File: config.mk
export PLATFORM = sky130hd
export DESIGN_NAME = spi_serial_master
export DESIGN_NICKNAME = d
export VERILOG_FILES = /design/src/rtl/spi_serial_master.sv
export SDC_FILE = /design/constraint.sdc
export NUM_CORES = 1
export LEC_CHECK = 0
export ABC_AREA = 1
export ABC_CLOCK_PERIOD_IN_PS = 4700
export BUFFER_PORTS_ARGS = -buffer_cell sky130_fd_sc_hd__buf_2
export CAP_MARGIN = 40
export CORE_UTILIZATION = 45
export DETAILED_ROUTE_END_ITERATION = 10
export PLACE_DENSITY = 0.72
export SLEW_MARGIN = 5
export SYNTH_ARGS = -nofsm -noshare
export SYNTH_HDL_FRONTEND = slang
export SYNTH_SLANG_ARGS = --single-unit
File: constraint.sdc
create_clock -name clk -period 4.7 [get_ports clk]
set_input_delay 0.94 -clock clk [delete_from_list [all_inputs] [get_ports clk]]
set_output_delay 0.94 -clock clk [all_outputs]
set_load 0.05 [all_outputs]
File: src/rtl/spi_serial_master.sv
module spi_serial_master #(
  parameter int DEPTH   = 4,
  parameter int MODE    = 3,
  parameter int HOLD_SS = 0,
  parameter int NSS     = 8
) (
  input  logic           clk,
  input  logic           rst_n,
  input  logic           en,
  input  logic [7:0]     div,
  input  logic           tx_push,
  input  logic [7:0]     tx_data,
  input  logic           rx_pop,
  input  logic [NSS-1:0] ss_en,
  input  logic           miso,
  output logic           sclk,
  output logic           mosi,
  output logic [NSS-1:0] ss_n,
  output logic           tx_full,
  output logic           tx_empty,
  output logic           rx_full,
  output logic           rx_empty,
  output logic [7:0]     rx_data,
  output logic           busy,
  output logic           done,
  output logic           overflow,
  output logic           underrun
);
  localparam int AW   = (DEPTH > 1) ? $clog2(DEPTH) : 1;
  localparam int CW   = $clog2(DEPTH + 1);
  localparam bit CPOL = ((MODE / 2) % 2) == 1;
  localparam bit CPHA = (MODE % 2) == 1;
  localparam bit HOLD = HOLD_SS != 0;

  function automatic logic [AW-1:0] inc(input logic [AW-1:0] p);
    return (p == AW'(DEPTH - 1)) ? '0 : p + 1'b1;
  endfunction

  logic [7:0]    txm [DEPTH];
  logic [7:0]    rxm [DEPTH];
  logic [AW-1:0] twp, trp, rwp, rrp;
  logic [CW-1:0] tcnt, rcnt;

  logic       act, sclk_r;
  logic [7:0] pcnt, tsh, rsh;
  logic [3:0] ecnt;

  assign tx_full  = tcnt == CW'(DEPTH);
  assign tx_empty = tcnt == '0;
  assign rx_full  = rcnt == CW'(DEPTH);
  assign rx_empty = rcnt == '0;
  assign rx_data  = rxm[rrp];

  wire tx_wr = tx_push && !tx_full;
  wire rx_rd = rx_pop && !rx_empty;
  wire start = en && !act && !tx_empty;
  wire tick  = en && act && (pcnt == div);
  wire last  = tick && (ecnt == 4'd15);
  wire lead  = !ecnt[0];
  wire samp  = tick && (lead ^ CPHA);
  wire shft  = tick && !(lead ^ CPHA) && !last && !(CPHA && ecnt == 4'd0);
  wire rx_wr = last && !rx_full;
  wire [7:0] rbyte = CPHA ? {rsh[6:0], miso} : rsh;
  wire sel = en && (HOLD || act || !tx_empty);

  assign sclk = sclk_r;
  assign mosi = tsh[7];
  assign busy = act;
  assign ss_n = ~(ss_en & {NSS{sel}});

  always_ff @(posedge clk) begin
    if (tx_wr) txm[twp] <= tx_data;
    if (rx_wr) rxm[rwp] <= rbyte;
  end

  always_ff @(posedge clk or negedge rst_n)
    if (!rst_n) begin
      twp  <= '0;
      trp  <= '0;
      tcnt <= '0;
      rwp  <= '0;
      rrp  <= '0;
      rcnt <= '0;
    end else begin
      if (tx_wr) twp <= inc(twp);
      if (start) trp <= inc(trp);
      tcnt <= tcnt + CW'(tx_wr) - CW'(start);
      if (rx_wr) rwp <= inc(rwp);
      if (rx_rd) rrp <= inc(rrp);
      rcnt <= rcnt + CW'(rx_wr) - CW'(rx_rd);
    end

  always_ff @(posedge clk or negedge rst_n)
    if (!rst_n) begin
      act      <= 1'b0;
      pcnt     <= '0;
      ecnt     <= '0;
      tsh      <= '0;
      rsh      <= '0;
      sclk_r   <= CPOL;
      done     <= 1'b0;
      overflow <= 1'b0;
      underrun <= 1'b0;
    end else begin
      done     <= last;
      overflow <= last && rx_full;
      underrun <= last && HOLD && tx_empty && (|ss_en);
      if (!en) begin
        act    <= 1'b0;
        pcnt   <= '0;
        ecnt   <= '0;
        tsh    <= '0;
        rsh    <= '0;
        sclk_r <= CPOL;
      end else if (start) begin
        act  <= 1'b1;
        pcnt <= '0;
        ecnt <= '0;
        tsh  <= txm[trp];
      end else if (act) begin
        if (tick) begin
          pcnt   <= '0;
          ecnt   <= ecnt + 4'd1;
          sclk_r <= ~sclk_r;
          if (last) act <= 1'b0;
        end else begin
          pcnt <= pcnt + 8'd1;
        end
        if (samp) rsh <= {rsh[6:0], miso};
        if (shft) tsh <= {tsh[6:0], 1'b0};
      end
    end
endmodule


==> out/metrics.cfg, run 1 <==
[grt]
grtUsageMet2 = 0.325
groute.usage.overall = 0.187
grt_pass1_vias = 3628
grt_pass1_wl_microns = 16900
grt-ovfl-total = 0
use_met1 = 0.236
antenna_found_initial = 0
grt_max_degree = 24
busiest_layer = met2
grtUsageMet3 = 0.0395

[sta]
finalSetupViolations = 0
finalCritPeriodShare = 0.676
relSlewSlack = 0.377
fin_crit_ns = 3.18
worst_pin_slew_ns = 0.931
rsz0062_at_grt = false
drv_slew = 0
holdWs_ns = 0.482
fin_setup_tns_ns = 0
finalHoldViolations = 0
fin_skew_ns = 0.00815
timing.fmax_ghz = 0.315

[worst_setup_path]
critical_path_buf_inv_count = 3
worstSetupStartpointType = input pin
rr_startpoint = pcnt[6]
slowest_delay_ns = 0.56
path_cells = buf_2 -> inv_1 -> o21ai_1 -> nand2_1 -> buf_2
cp_max_fo = 13
rrSetupSlack_ns = 2.23
critPathMostFrequentCell = buf_2
crit_slowest_cell = o21ai_1
r2r_end = rcnt[2]
crit_path_end_kind = primary output
crit_family = buffers and inverters
crit_type = input pin to primary output
arrival_ns = 2.24
reg2reg_depth = 13
worstPathRequired_ns = 3.76

[clock_network]
post_cts.repair.setup_buffers = 0
cts_tree = yes
clk_latency_ns = 0.35
htree_levels = 3
root_buffer = clkbuf_16
numCtsBuffers = 9
cts_sinks = 109
cts_max_path_buffers = 2
hold_buffers = 0
ctsResizeCount = 0
clkSlewWorstSetupHoldPaths_ns = 0.07

[floorplanning]
core_sq_um = 11000
num_rows = 38
start_util = 0.468
die_height_microns = 109
pin_count = 56
dieArea_sq_um = 11900
die_w_microns = 109

[placement]
placedCellCount = 728
hpwl_microns = 7240
dpl_cell_area_sq_um = 5580
io_buffers = 54
gp_congestion = 0.880

[power_and_ir_drop]
p_leak_uw = 0.00272
irDropWorstVdd_v = 0.000370
p_per_area_nw_per_um2 = 531

[yosys]
yosysTopAreaCellShare = 0.372
syn-num-nets = 593
synthTopCellsByArea = edfxtp_1, dfrtp_1, nand2_1
ys.flop_type = edfxtp_1
ys_types = 32
seq_area_frac_synth = 0.590
synth_top_area_cell = edfxtp_1
yosysMostFrequentCell = nand2_1
yosysWarnings = 0
synth_enable_flop_cells = 64
avgSynthCellArea_sq_um = 9.50
netlist_area_sq_um = 5170
yosys-top-cells-count = nand2_1, nor2_1, edfxtp_1
ys_ff_latch = 109
ys_async_sr_fraction = 0.413
synthCells = 544

[worst_hold_path]
hold_path.class = register to register
holdPathEnd = tsh[3]
hp-start = tsh[3]
hold_depth = 2

[routing]
drt_iter0_markers = 250
route.vias.total = 3718
wl_per_cell_microns = 13.6
first_pass_iters = 4
drc = 0
vias_per_cell = 5.00
ant_nets = 0
routed_wl_microns = 10100

[cells_and_area]
area.growth.synth_to_final_pct = 14.0
final_cell_area_sq_um = 5890
finalNonFillerCells = 744
layout.nets = 648
antenna_cells = 0
drive_gt1_frac = 0.159
n_fill_cell = 994

[outcome]
status = complete, no violations

[run]
cap_violations = 0

==> worst register-to-register path: cells and delay by family, from the launching register on <==
family	cells	cell delay, ns
fa+ha+maj	3	0.84
buf+inv	3	0.23
flops	1	0.43
simple gates	6	0.69
xor+xnor	1	0.17
==> layout make-up <==
| type | count | area (sq um) | area share |
|---|---|---|---|
| multi-input cells | 355 | 1800 | 0.306 |
| flip-flops and latches | 109 | 3050 | 0.518 |
| repair buffers | 55 | 298 | 0.0506 |
| clock inverters | 7 | 78.8 | 0.0134 |
| clock buffers | 9 | 225 | 0.0383 |
| inverters | 69 | 259 | 0.0440 |
| well taps | 140 | 175 | 0.0298 |
==> metal layers <==
layer / routed length [microns] / up-vias
li1: - / 1874
met2: 5030 / 79
met3: 361 / 9
met4: 102 / 0
met1: 4600 / 1756
met5: 0 / -
==> placed cells by master, fill, tap and decap left out, types with 3 or more instances in the layout <==
cell and count:
xnor2_1 3, nand2_1 128, buf_2 54, nand2_2 3, dfrtp_1 44, o21ai_2 4, xor2_1 3, edfxtp_1 64
ha_1 17, nor2_1 81, a21oi_1 10, nor3_1 7, nand3_1 26, inv_2 6, o21ai_0 45, inv_1 63
clkbuf_16 9, nor2_2 3, o22ai_1 8
==> cells by family (layout without fill, tap and decap cells) <==
family | count (synthesis) | in the layout | synth area share
simple gates | 257 | 257 | 0.211
fa+ha+maj | 19 | 19 | 0.0489
other cells | 1 | 1 | 0.000726
compound gates | 72 | 72 | 0.0780
flops | 109 | 109 | 0.590
xor+xnor | 6 | 6 | 0.0102
buf+inv | 80 | 140 | 0.0610
==> metrics by stage <==
stage | total power [uW] | utilization | worst slack [ns]
after floorplan | 2110 | - | 1.63
after global placement | 2340 | 0.504 | 1.65
after global routing | 3320 | 0.534 | 1.43
after CTS | 3150 | 0.534 | 1.56
final | 3130 | 0.534 | 1.52
after detailed placement | 2380 | 0.506 | 1.57
==> where the power goes <==
group,switching [uW],internal [uW]
Sequential,140,1160
Combinational,753,293
Clock,356,422
==> sequential cells by signal, summed over array words and instances (netlist names) <==
signal	flops
busy	1
done	1
ecnt	4
overflow	1
pcnt	8
rcnt	3
rrp	2
rsh	7
rwp	2
rxm	32
sclk	1
tcnt	3
trp	2
tsh	8
twp	2
txm	32
==> worst max-delay path by stage <==
| stage | from | endpoint | slack, ns | cells past startpoint |
|---|---|---|---|---|
| 2_1_floorplan | rcnt[1] | rcnt[2] | 1.63 | 8 |
| 5_1_grt | en | ss_n[5] | 1.43 | 5 |
| 3_3_place_gp | en | ss_n[6] | 1.65 | 5 |
| 3_5_place_dp | en | ss_n[2] | 1.57 | 5 |
| 4_1_cts | en | ss_n[2] | 1.56 | 5 |
| 6_report | en | ss_n[2] | 1.52 | 5 |
No activity file was read; power rests on OpenSTA's default activity.
==> inputs of run 2 (changes only) <==
--- a/config.mk
+++ b/config.mk
@@ -6,12 +6,12 @@
 export NUM_CORES = 1
 export LEC_CHECK = 0
 export ABC_AREA = 1
-export ABC_CLOCK_PERIOD_IN_PS = 4700
+export ABC_CLOCK_PERIOD_IN_PS = 2600
 export BUFFER_PORTS_ARGS = -buffer_cell sky130_fd_sc_hd__buf_2
 export CAP_MARGIN = 40
 export CORE_UTILIZATION = 45
 export DETAILED_ROUTE_END_ITERATION = 10
-export PLACE_DENSITY = 0.72
+export PLACE_DENSITY = 0.74
 export SLEW_MARGIN = 5
 export SYNTH_ARGS = -nofsm -noshare
 export SYNTH_HDL_FRONTEND = slang
==> constraint.sdc (replaced) <==
create_clock -name clk -period 2.6 [get_ports clk]
set_input_delay 0.52 -clock clk [delete_from_list [all_inputs] [get_ports clk]]
set_output_delay 0.52 -clock clk [all_outputs]
set_load 0.05 [all_outputs]
==> run 2 against run 1 <==
Sequential share of layout area shrank 0.80 points. Die area is the same. Power grew 80%. Flip-flop and latch count is the same. Cell area grew 1.6%. Via count grew 2.1%. Final cell count grew 2.0%. Hold slack lost 0.40 ns. Setup slack lost 1.3 ns. Largest cell class unchanged.
==> out/metrics.cfg, run 2 (synthesized netlist as in run 1, its figures left out) <==
[worst_setup_path]
worstPathRequired_ns = 2.08  ; was 3.76 ns
arrival_ns = 1.88  ; was 2.24 ns
cp_max_fo = 8  ; was 13
crit_type = register to primary output  ; was input pin to primary output
crit_path_end_kind = primary output  ; unchanged
worstSetupStartpointType = register  ; was input pin

[floorplanning]
num_rows = 38  ; unchanged
die_w_microns = 109  ; unchanged
die_height_microns = 109  ; unchanged
dieArea_sq_um = 11900  ; unchanged
start_util = 0.468  ; unchanged
core_sq_um = 11000  ; unchanged
pin_count = 56  ; unchanged

[power_and_ir_drop]
p_per_area_nw_per_um2 = 939  ; was 531 nW/um^2
switchingPower_uw = 2270  ; was 1250 uW
combPwrFrac = 0.369  ; was 0.335
internal-power_uw = 3350  ; was 1880 uW
p_leak_uw = 0.00280  ; was 0.00272 uW
p_sw_frac = 0.404  ; was 0.399
irDropWorstVdd_v = 0.000622  ; was 0.000370 V
p_clk_frac = 0.224  ; was 0.249
power.share.sequential = 0.407  ; was 0.416

[routing]
route.vias.total = 3796  ; was 3718
drc = 0  ; unchanged
drt_iter0_markers = 141  ; was 250
ant_nets = 0  ; unchanged
wl_per_cell_microns = 13.8  ; was 13.6 microns
vias_per_cell = 5.00  ; about the same
routed_wl_microns = 10500  ; was 10100 microns
first_pass_iters = 4  ; unchanged

[clock_network]
hold_buffers = 0  ; unchanged
cts_tree = yes  ; unchanged
cts_sinks = 109  ; unchanged
root_buffer = clkbuf_16  ; unchanged
ctsResizeCount = 0  ; unchanged
clk_latency_ns = 0.34  ; was 0.35 ns
cts_max_path_buffers = 2  ; unchanged
clkSlewWorstSetupHoldPaths_ns = 0.07  ; about the same
numCtsBuffers = 9  ; unchanged
htree_levels = 3  ; unchanged
post_cts.repair.setup_buffers = 0  ; unchanged

[cells_and_area]
final_cell_mix = nand2_1, nor2_1, edfxtp_1, inv_1, buf_2  ; unchanged
area.growth.synth_to_final_pct = 15.7  ; was 14.0%
finalNonFillerCells = 759  ; was 744
largestRegisters = rxm: 32 flops, txm: 32 flops  ; unchanged
final_common_cell = nand2_1  ; unchanged
drive_gt1_frac = 0.183  ; was 0.159
antenna_cells = 0  ; unchanged
layout.nets = 664  ; was 648

[worst_hold_path]
hold_path.class = input pin to async pin  ; was register to register

[sta]
drv_slew = 0  ; unchanged
fin_setup_tns_ns = 0  ; unchanged
rsz0062_at_grt = false  ; unchanged
timing.fmax_ghz = 0.417
fin_crit_ns = 2.40
finalSetupViolations = 0  ; unchanged
worst_pin_slew_ns = 0.658  ; was 0.931 ns
relSlewSlack = 0.558  ; was 0.377
finalCritPeriodShare = 0.922
fin_skew_ns = 0.00515  ; was 0.00815 ns
finalHoldViolations = 0  ; unchanged

[run]
cap_violations = 0  ; unchanged

[placement]
hpwl_microns = 7570  ; was 7240 microns
io_buffers = 54  ; unchanged
gp_congestion = 0.829  ; was 0.880
placedCellCount = 744  ; was 728

[outcome]
status = complete, no violations  ; unchanged

[grt]
grt_pass1_wl_microns = 17300  ; was 16900 microns
grt-ovfl-total = 0  ; unchanged
antenna_found_initial = 0  ; unchanged
grt_max_degree = 25  ; was 24
grt_pass1_vias = 3793  ; was 3628
groute.usage.overall = 0.193  ; was 0.187

[run 2: cell count changes in the layout (fill, tap and decap cells not counted), moves of 2 or more]
cell,delta
buf_4,+16
clkinv_4,+2
nor3_1,-2
nor3_2,+2
[run 2: area by class of cell]
| class | instances | area, sq um |
|---|---|---|
| timing repair buffer | 71 | 410 |
| clock buffer | 9 | 225 |
| sequential | 109 | 3050 |
| multi-input combinational | 355 | 1810 |
| tap | 140 | 175 |
| clock inverter | 6 | 48.8 |
| fill | 964 | 5050 |
| inverter | 69 | 259 |
[run 2: final timing paths]
kind	start	endpoint	slack (ns)	depth (start not counted)
hold / removal	rst_n	rsh[2]	0.08	1
min in group clk	tx_data[4]	txm[3][4]	0.39	1
setup reg to reg	ecnt[0]	rcnt[2]	0.24	11
hold reg to reg	tsh[1]	tsh[1]	0.48	2
setup / recovery	tcnt[0]	ss_n[0]	0.20	6
max in group asynchronous	rst_n	sclk	1.99	2
[run 2: power groups by stage]
| stage | logic [uW] | registers, uW | clock network [uW] |
|---|---|---|---|
| 2_1_floorplan | 1540 | 2300 | 0 |
| 5_1_grt | 2310 | 2320 | 1360 |
| 6_report | 2070 | 2290 | 1260 |
| 4_1_cts | 2090 | 2290 | 1280 |
| 3_3_place_gp | 2000 | 2310 | 0 |
| 3_5_place_dp | 2080 | 2320 | 0 |
[run 2: worst max-delay path: stages (launching register included)]
cell	delay [ns]
dfrtp_1	0.40
nor2_1	0.05
nand2_1	0.11
inv_1	0.09
o21ai_1	0.50
nand2_1	0.13
buf_2	0.25
[run 2: stage by stage]
stage	hold WS, ns	setup WS, ns	area (sq um)	utilization	total power (uW)
final	0.0849	0.203	5980	0.542	5620
after floorplan	0.224	0.0595	5180	-	3840
after detailed placement	0.449	0.0645	5710	0.517	4400
after global placement	0.456	0.129	5690	0.515	4310
after CTS	0.0839	0.171	5980	0.542	5660
after global routing	0.0936	0.0324	5980	0.542	5980
[run 2: layer usage]
layer / GRT usage / vias up / part of all wire
li1: - / 1907 / -
met1: 0.241 / 1798 / 0.46
met2: 0.339 / 78 / 0.49
met3: 0.0377 / 13 / 0.036
met4: 0.0560 / 0 / 0.014
met5: 0 / - / 0
==> inputs of run 3 (changes only) <==
==> constraint.sdc (replaced) <==
create_clock -name clk -period 2.6 [get_ports clk]
set_input_delay 0.13 -clock clk [delete_from_list [all_inputs] [get_ports clk]]
set_output_delay 0.13 -clock clk [all_outputs]
set_load 0.05 [all_outputs]
==> run 3 against run 2 <==
Sequential share of layout area down 0.64 points. First-iteration DRC count increased by 90%. Largest power group unchanged. Clock-buffer cell count up 2. Wire length grew 1.6%. Flip-flop and latch count unchanged. Register-to-register slack lost 0.02 ns. Power rose by 1.5%. Critical endpoint is now rcnt[2]. Global-route usage rose by 0.81 points. Die area stayed put. Critical path type is now register to register. Hold slack worse by 0.069 ns. Setup slack better by 0.017 ns.
==> out/metrics.cfg, run 3 (synthesized netlist as in run 1, its figures left out) <==
[floorplanning]
num_rows = 38  ; unchanged
die_w_microns = 109  ; unchanged
core_sq_um = 11000  ; unchanged
start_util = 0.468  ; unchanged
dieArea_sq_um = 11900  ; unchanged
die_height_microns = 109  ; unchanged
pin_count = 56  ; unchanged

[worst_hold_path]
hold_path.class = input pin to register  ; was input pin to async pin
hp-start = tx_data[6]
hold_depth = 1
holdPathEnd = txm[0][6]

[worst_setup_path]
crit_path_end_kind = register  ; was primary output
worstPathRequired_ns = 2.82  ; was 2.08 ns
crit_type = register to register  ; was register to primary output
arrival_ns = 2.60  ; was 1.88 ns
crit_slowest_cell = dfrtp_1  ; was o21ai_1
critPathMostFrequentCell = ha_1  ; was nand2_1
cp_max_fo = 6  ; was 8
reg2reg_depth = 11  ; unchanged
r2r_end = rcnt[2]  ; unchanged
slowest_delay_ns = 0.43  ; was 0.50 ns
rrSetupSlack_ns = 0.22  ; was 0.24 ns
path_cells = ha_1 -> nand2_1 -> inv_1 -> nand2_1 -> nor2_1 -> nand3_4 -> ha_1 -> inv_1 -> ha_1 -> fa_1 -> xor2_1  ; was nor2_1 -> nand2_1 -> inv_1 -> o21ai_1 -> nand2_1 -> buf_2
rr_startpoint = ecnt[0]  ; unchanged
worstSetupStartpointType = register  ; unchanged

[clock_network]
htree_levels = 3  ; unchanged
clkSlewWorstSetupHoldPaths_ns = 0.07  ; about the same
hold_buffers = 8  ; was 0
clk_latency_ns = 0.34  ; about the same
root_buffer = clkbuf_16  ; unchanged
post_cts.repair.setup_buffers = 0  ; unchanged
numCtsBuffers = 9  ; unchanged
cts_max_path_buffers = 2  ; unchanged
cts_sinks = 109  ; unchanged
cts_tree = yes  ; unchanged
ctsResizeCount = 0  ; unchanged

[grt]
grt_pass1_vias = 3846  ; was 3793
grtUsageMet2 = 0.354  ; was 0.339
busiest_layer = met2  ; unchanged
antenna_found_initial = 0  ; unchanged
grt_max_degree = 35  ; was 25
use_met1 = 0.243  ; was 0.241
grt-ovfl-total = 0  ; unchanged
groute.usage.overall = 0.201  ; was 0.193
grt_pass1_wl_microns = 18000  ; was 17300 microns
grtUsageMet3 = 0.0454  ; was 0.0377

[routing]
ant_nets = 0  ; unchanged
routed_wl_microns = 10600  ; was 10500 microns
wl_per_cell_microns = 13.9  ; was 13.8 microns
drt_iter0_markers = 268  ; was 141
route.vias.total = 3789  ; was 3796
drc = 0  ; unchanged
first_pass_iters = 4  ; unchanged
vias_per_cell = 4.96  ; was 5.00

[cells_and_area]
drive_gt1_frac = 0.176  ; was 0.183
n_fill_cell = 965  ; was 964
final_cell_mix = nand2_1, nor2_1, edfxtp_1, inv_1, buf_2  ; unchanged
final_common_cell = nand2_1  ; unchanged
antenna_cells = 0  ; unchanged
finalNonFillerCells = 764  ; was 759
fin_util = 0.549  ; was 0.542
area.growth.synth_to_final_pct = 17.2  ; was 15.7%
largestRegisters = rxm: 32 flops, txm: 32 flops  ; unchanged
layout.nets = 668  ; was 664

[power_and_ir_drop]
p_leak_uw = 0.00283  ; was 0.00280 uW
irDropWorstVdd_v = 0.000614  ; was 0.000622 V
p_per_area_nw_per_um2 = 942  ; was 939 nW/um^2
total_power_uw = 5700  ; was 5620 uW

[sta]
finalSetupViolations = 0  ; unchanged
fin_setup_tns_ns = 0  ; unchanged
fin_crit_ns = 2.38  ; was 2.40 ns
fin_skew_ns = 0.00735  ; was 0.00515 ns
relSlewSlack = 0.563  ; was 0.558
finalHoldViolations = 0  ; unchanged
worst_pin_slew_ns = 0.651  ; was 0.658 ns
drv_slew = 0  ; unchanged
rsz0062_at_grt = false  ; unchanged
finalCritPeriodShare = 0.915  ; was 0.922
timing.fmax_ghz = 0.420  ; was 0.417 GHz

[placement]
io_buffers = 54  ; unchanged
placedCellCount = 740  ; was 744
hpwl_microns = 7730  ; was 7570 microns
gp_congestion = 0.851  ; was 0.829

[outcome]
status = complete, no violations  ; unchanged

[run]
cap_violations = 0  ; unchanged

## run 3: critical path, delay by kind of cell, from the launching register on
| family | cells | cell delay [ns] |
|---|---|---|
| and+or+nand+nor | 4 | 0.53 |
| buffers and inverters | 2 | 0.09 |
| DFF | 1 | 0.43 |
| adders and majority gates | 4 | 1.04 |
| xor gates and xnor gates | 1 | 0.17 |
## run 3: worst max path at each step
stage	start	depth (start not counted)	to	slack [ns]
finish	ecnt[0]	11	rcnt[2]	0.22
detailed placement	ecnt[0]	11	rcnt[2]	0.22
global route	pcnt[6]	13	rcnt[2]	0.05
global placement	ecnt[0]	11	rcnt[2]	0.32
floorplan	rcnt[1]	8	rcnt[2]	0.06
CTS	ecnt[0]	11	rcnt[2]	0.22
## run 3: area by class of cell
cell class | count | area [sq um] | area share
Sequential cell | 109 | 3050 | 0.504
Multi-Input combinational cell | 355 | 1810 | 0.299
Timing Repair Buffer | 75 | 460 | 0.0760
Inverter | 69 | 259 | 0.0428
Clock buffer | 11 | 254 | 0.0419
Tap cell | 140 | 175 | 0.0289
Clock inverter | 5 | 46.3 | 0.00764
## run 3: metal layers
metal	part of all wire	up-vias	wire length [microns]
met3	0.041	12	437
met1	0.44	1764	4670
met5	0	-	0
met2	0.51	101	5400
met4	0.012	0	125
li1	-	1912	-
## run 3: stage by stage
step	instance area (sq um)	hold WS (ns)	setup slack, ns
floorplan	5180	-0.166	0.0595
global placement	5660	0.341	0.323
detailed placement	5680	0.0533	0.221
CTS	6060	0.00410	0.223
global route	6060	0.00868	0.0468
finish	6060	0.0160	0.220
## run 3: where the power goes
part           switching (uW)  leakage (uW)  internal [uW]
registers                 216       0.00122           2100
clock network             633      0.000148            728
logic                    1440       0.00146            585
total                    2290       0.00283           3410
